`src/rtl/stamp_timer_pkg.sv`:
```
package stamp_timer_pkg;
  localparam int SRC_W      = 8;
  localparam int CLR_BIT    = 8;
  localparam int MAX_SRC    = 2;
  localparam int DATA_W     = 32;

  typedef enum logic [1:0] {
    SRC_FINE  = 2'd0,
    SRC_MICRO = 2'd1,
    SRC_MILLI = 2'd2
  } stamp_src_e;

  typedef struct packed {
    logic clear;
    logic advance;
    logic fine;
  } stamp_strobe_t;
endpackage

```
`src/rtl/stamp_prescale.sv`:
```
module stamp_prescale #(
  parameter int US_DIV = 50,
  parameter int MS_DIV = 50000
) (
  input  logic       clk,
  input  logic       rstN,
  input  logic       restart,
  input  logic       holdIdle,
  input  logic [1:0] srcSel,
  output logic       tick
);
  import stamp_timer_pkg::*;

  localparam int MAX_DIV = (MS_DIV > US_DIV) ? MS_DIV : US_DIV;
  localparam int PRE_W   = (MAX_DIV > 2) ? $clog2(MAX_DIV) : 1;
  localparam logic [PRE_W-1:0] US_LIM = PRE_W'(US_DIV - 1);
  localparam logic [PRE_W-1:0] MS_LIM = PRE_W'(MS_DIV - 1);

  logic [PRE_W-1:0] preCnt;
  logic [PRE_W-1:0] preLim;
  logic             coarseHit;

  always_comb begin
    preLim = (srcSel == SRC_MICRO) ? US_LIM : MS_LIM;
  end

  assign coarseHit = (preCnt == preLim);
  assign tick      = (srcSel == SRC_FINE) ? 1'b1 : coarseHit;

  always_ff @(posedge clk or negedge rstN) begin
    if (!rstN) begin
      preCnt <= '0;
    end else if (restart || holdIdle || srcSel == SRC_FINE || coarseHit) begin
      preCnt <= '0;
    end else begin
      preCnt <= preCnt + 1'b1;
    end
  end

  // the phase counter never exceeds the longest period
  p_pre_bound_r3: assert property (@(posedge clk) disable iff (!rstN)
    preCnt <= MS_LIM || preCnt <= US_LIM);

  // a restart sends the phase back to zero on the next cycle
  p_restart_phase_r7: assert property (@(posedge clk) disable iff (!rstN)
    restart |=> preCnt == '0);
endmodule

```
`src/rtl/stamp_ctrl.sv`:
```
module stamp_ctrl #(
  parameter int ADDR_W   = 4,
  parameter int US_DIV   = 50,
  parameter int MS_DIV   = 50000,
  parameter int CFG_ADDR = 0
) (
  input  logic                  clk,
  input  logic                  rstN,
  input  logic [ADDR_W-1:0]     busAddr,
  input  logic                  busWrite,
  input  logic [31:0]           busWdata,
  output logic [31:0]           cfgWord,
  output stamp_timer_pkg::stamp_strobe_t strobe
);
  import stamp_timer_pkg::*;

  logic [SRC_W-1:0] srcSel;
  logic             holdClr;
  logic             cfgHit;
  logic             cfgAccept;
  logic             tick;

  assign cfgHit    = busWrite && (busAddr == ADDR_W'(CFG_ADDR));
  assign cfgAccept = cfgHit && (busWdata[SRC_W-1:0] <= SRC_W'(MAX_SRC));

  always_ff @(posedge clk or negedge rstN) begin
    if (!rstN) begin
      srcSel  <= '0;
      holdClr <= 1'b0;
    end else if (cfgAccept) begin
      srcSel  <= busWdata[SRC_W-1:0];
      holdClr <= busWdata[CLR_BIT];
    end
  end

  stamp_prescale #(.US_DIV(US_DIV), .MS_DIV(MS_DIV)) u_prescale (
    .clk      (clk),
    .rstN     (rstN),
    .restart  (cfgAccept),
    .holdIdle (holdClr),
    .srcSel   (srcSel[1:0]),
    .tick     (tick)
  );

  always_comb begin
    strobe.clear   = holdClr || (cfgAccept && busWdata[CLR_BIT]);
    strobe.advance = tick && !cfgAccept && !holdClr;
    strobe.fine    = (srcSel[1:0] == SRC_FINE);
    cfgWord        = '0;
    cfgWord[SRC_W-1:0] = srcSel;
    cfgWord[CLR_BIT]   = holdClr;
  end

  // an out-of-range source leaves the configuration untouched
  p_bad_src_kept_r5: assert property (@(posedge clk) disable iff (!rstN)
    (cfgHit && busWdata[SRC_W-1:0] > SRC_W'(MAX_SRC)) |=> $stable(cfgWord));

  // the stored source is always one of the three legal values
  p_src_legal_r9: assert property (@(posedge clk) disable iff (!rstN)
    srcSel <= SRC_W'(MAX_SRC));

  // while the clear level is stored, the count is never told to advance
  p_clear_blocks_r6: assert property (@(posedge clk) disable iff (!rstN)
    cfgWord[CLR_BIT] |-> !strobe.advance);
endmodule

```
`src/rtl/stamp_count.sv`:
```
module stamp_count #(
  parameter int unsigned FINE_STEP = 20
) (
  input  logic                           clk,
  input  logic                           rstN,
  input  stamp_timer_pkg::stamp_strobe_t strobe,
  output logic [31:0]                    count
);
  localparam logic [31:0] FINE_INC   = 32'(FINE_STEP);
  localparam logic [31:0] COARSE_INC = 32'd1;

  logic [31:0] incVal;

  assign incVal = strobe.fine ? FINE_INC : COARSE_INC;

  always_ff @(posedge clk or negedge rstN) begin
    if (!rstN) begin
      count <= '0;
    end else if (strobe.clear) begin
      count <= '0;
    end else if (strobe.advance) begin
      count <= count + incVal;
    end
  end

  // a clear request leaves the count at zero
  p_clear_zero_r6: assert property (@(posedge clk) disable iff (!rstN)
    strobe.clear |=> count == '0);

  // fine steps add the fixed nanosecond increment modulo 2^32
  p_fine_step_r2: assert property (@(posedge clk) disable iff (!rstN)
    (strobe.advance && strobe.fine && !strobe.clear) |=>
      count == $past(count) + FINE_INC);

  // coarse steps add exactly one
  p_coarse_step_r3: assert property (@(posedge clk) disable iff (!rstN)
    (strobe.advance && !strobe.fine && !strobe.clear) |=>
      count == $past(count) + 32'd1);

  // with no advance and no clear the count holds
  p_idle_hold_r7: assert property (@(posedge clk) disable iff (!rstN)
    (!strobe.advance && !strobe.clear) |=> $stable(count));
endmodule

```
`src/rtl/stamp_timer.sv`:
```
module stamp_timer #(
  parameter int unsigned FINE_STEP = 20,
  parameter int          US_DIV    = 50,
  parameter int          MS_DIV    = 50000,
  parameter int          ADDR_W    = 4
) (
  input  logic              clk,
  input  logic              rstN,
  input  logic [ADDR_W-1:0] busAddr,
  input  logic              busWrite,
  input  logic [31:0]       busWdata,
  output logic [31:0]       busRdata
);
  import stamp_timer_pkg::*;

  localparam int CFG_ADDR = 0;
  localparam int CNT_ADDR = 1;

  stamp_strobe_t strobe;
  logic [31:0]   cfgWord;
  logic [31:0]   count;

  stamp_ctrl #(
    .ADDR_W(ADDR_W), .US_DIV(US_DIV), .MS_DIV(MS_DIV), .CFG_ADDR(CFG_ADDR)
  ) u_ctrl (
    .clk(clk), .rstN(rstN), .busAddr(busAddr), .busWrite(busWrite),
    .busWdata(busWdata), .cfgWord(cfgWord), .strobe(strobe)
  );

  stamp_count #(.FINE_STEP(FINE_STEP)) u_count (
    .clk(clk), .rstN(rstN), .strobe(strobe), .count(count)
  );

  always_comb begin
    if (busAddr == ADDR_W'(CFG_ADDR))      busRdata = cfgWord;
    else if (busAddr == ADDR_W'(CNT_ADDR)) busRdata = count;
    else                                   busRdata = '0;
  end
endmodule

```
`config.mk`:
```
export PLATFORM = sky130hd
export DESIGN_NAME = stamp_timer
export DESIGN_NICKNAME = d
export VERILOG_FILES = /design/src/rtl/stamp_timer_pkg.sv /design/src/rtl/stamp_prescale.sv /design/src/rtl/stamp_ctrl.sv /design/src/rtl/stamp_count.sv /design/src/rtl/stamp_timer.sv
export SDC_FILE = /design/constraint.sdc
export NUM_CORES = 1
export LEC_CHECK = 0
export BUFFER_PORTS_ARGS = -buffer_cell sky130_fd_sc_hd__buf_2
export CAP_MARGIN = 30
export CELL_PAD_IN_SITES_DETAIL_PLACEMENT = 0
export CELL_PAD_IN_SITES_GLOBAL_PLACEMENT = 1
export CORE_MARGIN = 1
export CORE_UTILIZATION = 43
export DETAILED_ROUTE_END_ITERATION = 10
export GPL_TIMING_DRIVEN = 0
export PLACE_DENSITY_LB_ADDON = 0.2
export SYNTH_ARGS = -nofsm -noshare
export SYNTH_HDL_FRONTEND = slang
export SYNTH_HIERARCHICAL = 1
export SYNTH_SLANG_ARGS = --single-unit
```
`constraint.sdc`:
```
create_clock -name clk -period 4.1 [get_ports clk]
set_input_delay 0.205 -clock clk [delete_from_list [all_inputs] [get_ports clk]]
set_output_delay 0.205 -clock clk [all_outputs]
set_load 0.01 [all_outputs]
```
==> impl_results.md <==
* Yosys reg bits at 57
* Grt ovf at 0
* Avg Cell Area, Syn at 9.35 sq um
* 1st-pass router iterations at 5
* CP Max Fanout at 10
* Synth async-reset ratio at 100%
* Placer Congestion at 0.843
* Status: complete, no violations
* Synth area leaders: dfrtp_1, mux2i_1, buf_4, nor2_1, or4_1
* Antenna Nets Post-Route at 0
* DR WL/cell at 14.5 um
* Max Clock Freq at 264 MHz
* Reg clk slew, reported paths at 0.07 ns
* Crit path top cell by count: or4_1
* Skew final at 0.00676 ns
* Clock net sink count at 57
* Antenna diodes at 0
* Maximum vdd ir drop at 0.241 mV
* Die H at 95.8 um
* Die footprint at 9180 sq um
* FF-to-FF setup slack at 0.31 ns
* Post-synth EDFFs at 0
* Cts bufs inserted at 9
* Clock Tree Root: clkbuf_8
* Synth warn at 6
* Data required time of the worst path at 4.32 ns
* Vias per cell at 5.32
* Most common cell in the netlist: dfrtp_1
* Layout cells sized above 1 at 25.7%
* Site Rows at 33
* Nets at 533
* Critical path cell sequence: or4_1, or3_4, o32ai_4, or2_2, and3b_2, buf_4, o21ai_1, or4_1, buf_2, buf_6, nor4_1, mux2_2
* Largest net degree at the start of global routing at 31
* Vias at 3186
* Final setup vio count at 0
* Initial core utilization at 45.2%
* Fin crit period at 3.79 ns
* Worst skew pair latency at 0.34 ns
* Relative slew slack at 38.7%
* Design area at 4520 sq um
* Top post-synthesis cells by count: dfrtp_1, nor2_1, mux2i_1
* Antenna violations before repair at 0
* Post-DP Area at 4250 sq um
* Synth Cell Area at 3780 sq um
* CP arrival at 4.01 ns
* Max-cap violations at 0
* Final hold viol count at 0
* Crit path buf inv count at 3
* I/O pin count at 71
* Mapped Cells at 405
* Gr usage total at 21.2%
* Sequential area share after synthesis at 37.7%
* DR DRC count at 0
* Startpoint Class: flip-flop
* Crit-path max cell delay at 0.52 ns
* Post-DP HPWL at 6350 um
* Yosys top cell area share at 37.7%
* Post-Route WL at 8670 um
* Vias in the first global route at 3071
* CP endpoint kind: flip-flop
* Number of I/O port buffers at 47
* Crit Path Category: flip-flop to flip-flop
* Top_reg_cell synth: dfrtp_1
* Die width at 95.8 um
* Final period util at 92.5%
* Post-Route Utilization at 54.0%
* PD cells at 390 nW/um^2
* Min-Delay Path Class: input port to flip-flop
* Distinct cells, synth at 46
* P&R area growth vs syn at 19.5%
* RSZ-0062 raised after global routing: false
* Fin. max-slew vios at 0
* CORE AREA at 8380 sq um
* Leakage power at 2.14 nW
* Post-cts sizing count at 0
* Critical-path top delay cell: or4_1
* Post-synth top area cell: dfrtp_1
* DR iter-0 viols at 128
* Global-route wire length before repair at 14800 um
* Total Neg Setup Slack at 0 ns
* Worst-Margin Slew at 0.913 ns
* TritonCTS clock tree: built
* H-tree Lvls at 3
* Top cell family by delay on the critical path: simple AND/OR/NAND/NOR gates
* Clock Tree Buf Depth at 2
-- per-layer routing --
layer,wire length (um),track usage [%],vias up
li1,-,-,1592
met1,4210,28.2,1524
met2,4120,35.1,65
met3,270,3.16,5
met4,72,7.59,0
met5,0,0,-
-- metrics by stage --
| step | hold WS, ns | cells | total power [mW] | worst slack (ns) |
|---|---|---|---|---|
| floorplan | -0.0906 | 427 | 0.983 | 0.439 |
| global route | 0.116 | 599 | 1.87 | 0.171 |
| detailed placement | 0.288 | 580 | 1.12 | 0.113 |
| global placement | 0.457 | 579 | 1.11 | 0.151 |
| finish | 0.114 | 599 | 1.77 | 0.308 |
| CTS | 0.0986 | 597 | 1.78 | 0.104 |
-- power breakdown --
| group | switching, mW | leakage [nW] | internal [mW] |
|---|---|---|---|
| clock | 0.231 | 0.120 | 0.419 |
| combinational | 0.261 | 1.24 | 0.172 |
| sequential | 0.0662 | 0.778 | 0.616 |
-- cells by family (layout without fill, tap and decap cells) --
logic type	after synthesis	in the layout	synth area share [%]
AOI/OAI and AO/OA	48	48	8.36
xor gates and xnor gates	20	20	4.63
adders and majority gates	5	5	1.65
buffers and inverters	61	128	9.95
DFF	57	57	37.7
muxes	43	43	11.7
other	1	23	0.0991
and+or+nand+nor	170	170	25.9
-- flip-flops by register name, indices dropped and copies added (netlist names) --
signal                    flops
u_ctrl/srcSel                 8
u_count/count                32
u_ctrl/holdClr                1
u_ctrl/u_prescale/preCnt     16
-- cell usage in the layout (no fill, tap or decap), types with 2 or more instances in the layout --
| master | synthesis | final |
|---|---|---|
| a211oi_1 | 2 | 2 |
| a21oi_1 | 20 | 20 |
| a31oi_1 | 2 | 2 |
| and2_2 | 6 | 6 |
| and3_1 | 2 | 2 |
| and4_1 | 7 | 7 |
| buf_1 | 2 | 2 |
| buf_2 | 6 | 53 |
| buf_4 | 25 | 27 |
| buf_6 | 6 | 6 |
| bufinv_16 | 0 | 3 |
| clkbuf_1 | 13 | 14 |
| clkbuf_8 | 0 | 10 |
| conb_1 | 1 | 23 |
| dfrtp_1 | 57 | 57 |
| ha_1 | 5 | 5 |
| inv_1 | 8 | 8 |
| mux2_2 | 7 | 7 |
| mux2i_1 | 35 | 35 |
| nand2_1 | 14 | 14 |
| nand3_1 | 9 | 9 |
| nand4_1 | 15 | 15 |
| nor2_1 | 48 | 48 |
| nor2b_1 | 6 | 6 |
| nor3_1 | 12 | 12 |
| nor4_1 | 14 | 14 |
| nor4b_1 | 3 | 3 |
| o21ai_0 | 4 | 4 |
| o31ai_1 | 15 | 15 |
| or2_2 | 4 | 4 |
| or3_1 | 5 | 5 |
| or4_1 | 18 | 18 |
| xnor2_1 | 7 | 7 |
| xor2_1 | 13 | 13 |
-- final timing paths --
kind / start / end / depth (start not counted)
setup / recovery: u_ctrl/u_prescale/preCnt[6]$_DFF_PN0_ / u_count/count[31]$_DFFE_PN0P_ / 12
hold / removal: busWdata[1] / u_ctrl/srcSel[1]$_DFFE_PN0P_ / 2
setup reg to reg: u_ctrl/u_prescale/preCnt[6]$_DFF_PN0_ / u_count/count[31]$_DFFE_PN0P_ / 12
hold reg to reg: u_ctrl/srcSel[6]$_DFFE_PN0P_ / u_ctrl/srcSel[6]$_DFFE_PN0P_ / 1
max in group asynchronous: rstN / u_ctrl/u_prescale/preCnt[15]$_DFF_PN0_ / 3
min in group asynchronous: rstN / u_count/count[28]$_DFFE_PN0P_ / 2
-- timing repair --
item,CTS,global route
buffers inserted,0,2
hold buffers,1,0
endpoints found under the hold margin,27,0
setup endpoints to repair,0,10
-- worst register-to-register path, stage by stage, from the launching register on --
cell and delay, ns:
dfrtp_1 0.43, or4_1 0.52, or3_4 0.35, o32ai_4 0.24, or2_2 0.15, and3b_2 0.16
buf_4 0.17, o21ai_1 0.10, or4_1 0.50, buf_2 0.20, buf_6 0.16, nor4_1 0.33
mux2_2 0.38
-- area by class of cell --
type / instances / area, sq um
buffer: 53 / 347
tap: 105 / 131
clock buffer: 11 / 141
timing repair buffer: 51 / 280
inverter: 8 / 30.0
clock inverter: 5 / 103
fill: 815 / 3860
multi-input combinational: 309 / 2060
sequential: 57 / 1430
Note: power is estimated with default switching activity, not from simulation.
